[config.mk]
export PLATFORM = sky130hd
export DESIGN_NAME = pin_qualifier
export DESIGN_NICKNAME = d
export VERILOG_FILES = /design/src/rtl/pin_qualifier.sv
export SDC_FILE = /design/constraint.sdc
export NUM_CORES = 1
export LEC_CHECK = 0
export BUFFER_PORTS_ARGS = -buffer_cell sky130_fd_sc_hd__buf_4
export CELL_PAD_IN_SITES_DETAIL_PLACEMENT = 0
export CELL_PAD_IN_SITES_GLOBAL_PLACEMENT = 1
export CORE_MARGIN = 2
export CORE_UTILIZATION = 39
export DETAILED_ROUTE_END_ITERATION = 12
export PLACE_DENSITY = 0.76
export SYNTH_ARGS = -nofsm -noshare
export SYNTH_HDL_FRONTEND = slang
export SYNTH_SLANG_ARGS = --single-unit
[constraint.sdc]
create_clock -name clk -period 2.3 [get_ports clk]
set_input_delay 0.115 -clock clk [delete_from_list [all_inputs] [get_ports clk]]
set_output_delay 0.115 -clock clk [all_outputs]
set_load 0.005 [all_outputs]
[src/rtl/pin_qualifier.sv]
module pin_qualifier #(
  parameter int PERIOD_W    = 8,
  parameter int SAMPLES     = 6,
  parameter int SYNC_STAGES = 2
) (
  input  logic                clk,
  input  logic                rst_n,
  input  logic                pin_raw,
  input  logic                qual_en,
  input  logic [PERIOD_W-1:0] period,
  output logic                pin_out
);

  localparam int CNT_W   = PERIOD_W + 1;
  localparam int MATCH_W = $clog2(SAMPLES + 1);

  logic [SYNC_STAGES-1:0] sync_q;
  logic                   pin_s;
  logic [CNT_W-1:0]       cnt;
  logic [CNT_W-1:0]       limit;
  logic                   strobe;
  logic [MATCH_W-1:0]     match_cnt;
  logic                   last_s;
  logic                   qual_q;

  always_ff @(posedge clk or negedge rst_n)
    if (!rst_n) sync_q <= '0;
    else        sync_q <= {sync_q[SYNC_STAGES-2:0], pin_raw};

  assign pin_s  = sync_q[SYNC_STAGES-1];
  assign limit  = {period, 1'b0} - CNT_W'(1);
  assign strobe = (period == '0) || (cnt >= limit);

  always_ff @(posedge clk or negedge rst_n)
    if (!rst_n)      cnt <= '0;
    else if (strobe) cnt <= '0;
    else             cnt <= cnt + CNT_W'(1);

  always_ff @(posedge clk or negedge rst_n)
    if (!rst_n) begin
      last_s    <= 1'b0;
      match_cnt <= '0;
    end else if (strobe) begin
      if (pin_s != last_s) begin
        last_s    <= pin_s;
        match_cnt <= MATCH_W'(1);
      end else if (match_cnt < MATCH_W'(SAMPLES)) begin
        match_cnt <= match_cnt + MATCH_W'(1);
      end
    end

  always_ff @(posedge clk or negedge rst_n)
    if (!rst_n)
      qual_q <= 1'b0;
    else if (strobe && pin_s == last_s && match_cnt == MATCH_W'(SAMPLES - 1))
      qual_q <= pin_s;

  assign pin_out = qual_en ? qual_q : pin_s;

endmodule

==> impl_metrics.csv <==
group,metric,value,unit
clocking,post_cts_resized,0,
grt,gr-total-overflow,0,
power,combPwrFrac,40.5,%
power,p_int,737,µW
route,via_per_inst,5.02,
sta,fmax,0.497,GHz
synthesis,synth_warnings,0,
hold_path,hp-class,"input pin to asynchronous set/reset pin",
critical_path,critPathMaxFanout,5,
grt,grt_max_degree,17,
synthesis,netlist_area,1070,µm²
power,p_sw_share,37.5,%
sta,hold_violations,0,
synthesis,async_reset_ff_share,100,%
critical_path,cp.required,2.47,ns
synthesis,synth_area_per_cell,10.3,µm²
synthesis,synth_sequential_area_ratio,37.6,%
power,peakVddDrop,0.686,mV
cells_and_area,final_layout_size_suffix_gt1_share,25.0,%
critical_path,worst-setup-path-type,"register to register",
die,rows,18,
sta,worstMarginPinSlew,0.431,ns
die,core-area,2540,µm²
synthesis,yosys-top-cells-area,"dfrtp_1, ha_1, xnor2_1",
clocking,numClockSinks,16,
synthesis,synth.top_cells.by_count,"dfrtp_1, ha_1, nor2_1",
synthesis,yosys.cell_types.count,30,
sta,fin_setup_tns,0,ns
synthesis,yosysMostFrequentCell,"dfrtp_1",
sta,setup_violations,0,
sta,fin_hold_ws,0.216,ns
synthesis,synth_top_area_share,37.6,%
cells_and_area,area_delta_synth_final,19.0,%
clocking,cts_made_buffers,3,
die,start_util,41.9,%
route,ant_nets,0,
die,pin_count,13,
synthesis,ys_ff_latch,16,
die,die_h,56.3,µm
sta,post-route-min-period,2.01,ns
sta,drv_slew,0,
placement,place_ws,0.0482,ns
critical_path,end_kind,"register",
route,detailedRoute.firstPassIterationCount,4,
placement,place_hpwl,1490,µm
critical_path,max_stage_delay,0.46,ns
synthesis,synth_edf_count,0,
cells_and_area,antenna_cells,0,
clocking,path_clk_slew,0.09,ns
critical_path,cp_slowest_cell,"dfrtp_1",
cells_and_area,layout.cells.non_filler,154,
clocking,clk_latency,0.28,ns
sta,slew-limit-headroom,71.1,%
die,die_w,56.3,µm
placement,place_inst,148,
clocking,cts_setup_buffers,0,
power,powerDensity,930,nW/µm²
die,dieArea,3170,µm²
cells_and_area,fin_nets,149,
clocking,cts_root_buf,"clkbuf_4",
sta,fin_crit_sh,87.5,%
placement,numPortBuffers,12,
clocking,htreeDepth,1,
synthesis,netlist_instances,103,
route,drc,0,
critical_path,path_cells,"ha_1 -> and3_1 -> a31oi_1 -> a21oi_1 -> buf_4 -> or2_4 -> mux2_4",
synthesis,synth_top_area_cell,"dfrtp_1",
route,vias,773,
grt,grt_pass1_vias,799,
power,clkPwrFrac,15.3,%
synthesis,synth_flop_cell,"dfrtp_1",
status,status,"finished clean",
route,wirelength,1880,µm
sta,setup_ws,0.288,ns
placement,gp_congestion,0.679,
grt,antenna_found_initial,0,
critical_path,critPathLaunchType,"register",
clocking,cts_buffer_depth,2,
synthesis,syn_nets,127,
critical_path,worst-path-buf-inv,1,
clocking,cts_tree,"done",
clocking,hold_buffers,2,
route,wire_per_inst,12.2,µm
grt,grt_pass1_wl,3530,µm
power,p_leak,0.000605,µW
critical_path,worstPathArrival,2.18,ns
sta,clock_skew,0.00294,ns
power,pwr-share-seq,44.2,%
power,power.switching,443,µW
route,drt-initial-drc-count,9,
critical_path,critical-path-top-delay-family,"flip-flops",
sta,rsz0062_at_grt,"no",
job,maxCapViolations,0,
grt,grt_usage,13.7,%
-- placed cells by master, fill, tap and decap left out --
master / n
xnor2_1: 8
nand3_1: 6
dfrtp_1: 16
a22oi_2: 1
mux2_2: 1
nor2_4: 1
nand2_1: 7
nand4_1: 1
ha_1: 12
inv_1: 6
clkbuf_8: 1
o21ai_0: 3
o2111ai_2: 1
a31oi_1: 1
nor2_2: 1
o21ai_1: 1
and3_1: 3
buf_4: 16
dlygate4sd3_1: 2
mux2_4: 2
a211oi_1: 1
nor4_1: 1
a21o_1: 2
nand3_2: 1
nor2_1: 12
or2_4: 1
nor3_1: 3
xor2_1: 6
o311ai_4: 1
a32o_1: 1
a41oi_2: 1
clkbuf_4: 3
a21oi_1: 1
-- flip-flops by register name, summed over array words and instances (netlist names) --
signal / cells
cnt: 9
match_cnt: 3
sync_q: 2
last_s: 1
qual_q: 1
-- power groups by stage --
stage | clock network, µW | registers (µW) | logic [µW]
floorplan | 0 | 486 | 373
global placement | 0 | 525 | 464
detailed placement | 0 | 524 | 479
CTS | 188 | 520 | 485
global route | 196 | 539 | 556
finish | 181 | 521 | 478
-- metal layers --
layer,track usage (%),share of wire (%),vias up
met5,0,0,-
met4,2.04,0,0
met3,2.76,1.4,0
met2,21.3,46,4
met1,20.0,53,365
li1,-,-,404
-- cell families (layout without fill, tap and decap cells) --
logic type      after synthesis  after routing  share of synthesized area, %
fa+ha+maj                    12             12                          14.1
xor+xnor                     14             14                          11.5
mux                           3              3                          3.87
simple gates                 37             37                          17.3
flops                        16             16                          37.6
compound gates               14             14                          12.6
buf+inv                       7             28                          3.17
-- worst paths after layout --
path / slack, ns / to / startpoint / depth (start not counted)
worst max register to register: 0.29 / last_s / cnt[2] / 7
min in group clk: 0.36 / sync_q[1] / sync_q[0] / 0
worst min-delay path: 0.22 / match_cnt[0] / rst_n / 2
worst max-delay path: 0.29 / last_s / cnt[2] / 7
max in group asynchronous: 1.90 / sync_q[0] / rst_n / 2
worst min register to register: 0.36 / sync_q[1] / sync_q[0] / 0
-- area by class of cell --
type	count	area [µm²]
Clock buffer	4	36.3
Fill cell	250	1280
Inverter	6	22.5
Multi-Input combinational cell	80	632
Sequential cell	16	400
Tap cell	30	37.5
Timing Repair Buffer	18	140
-- per-stage QoR --
stage / util (%) / total power, µW / instance area (µm²)
after CTS: 49.9 / 1190 / 1270
after floorplan: - / 860 / 1070
final: 49.9 / 1180 / 1270
after global placement: 47.6 / 989 / 1210
after global routing: 49.9 / 1290 / 1270
after detailed placement: 47.6 / 1000 / 1210
No activity file was read; power rests on OpenSTA's default activity.
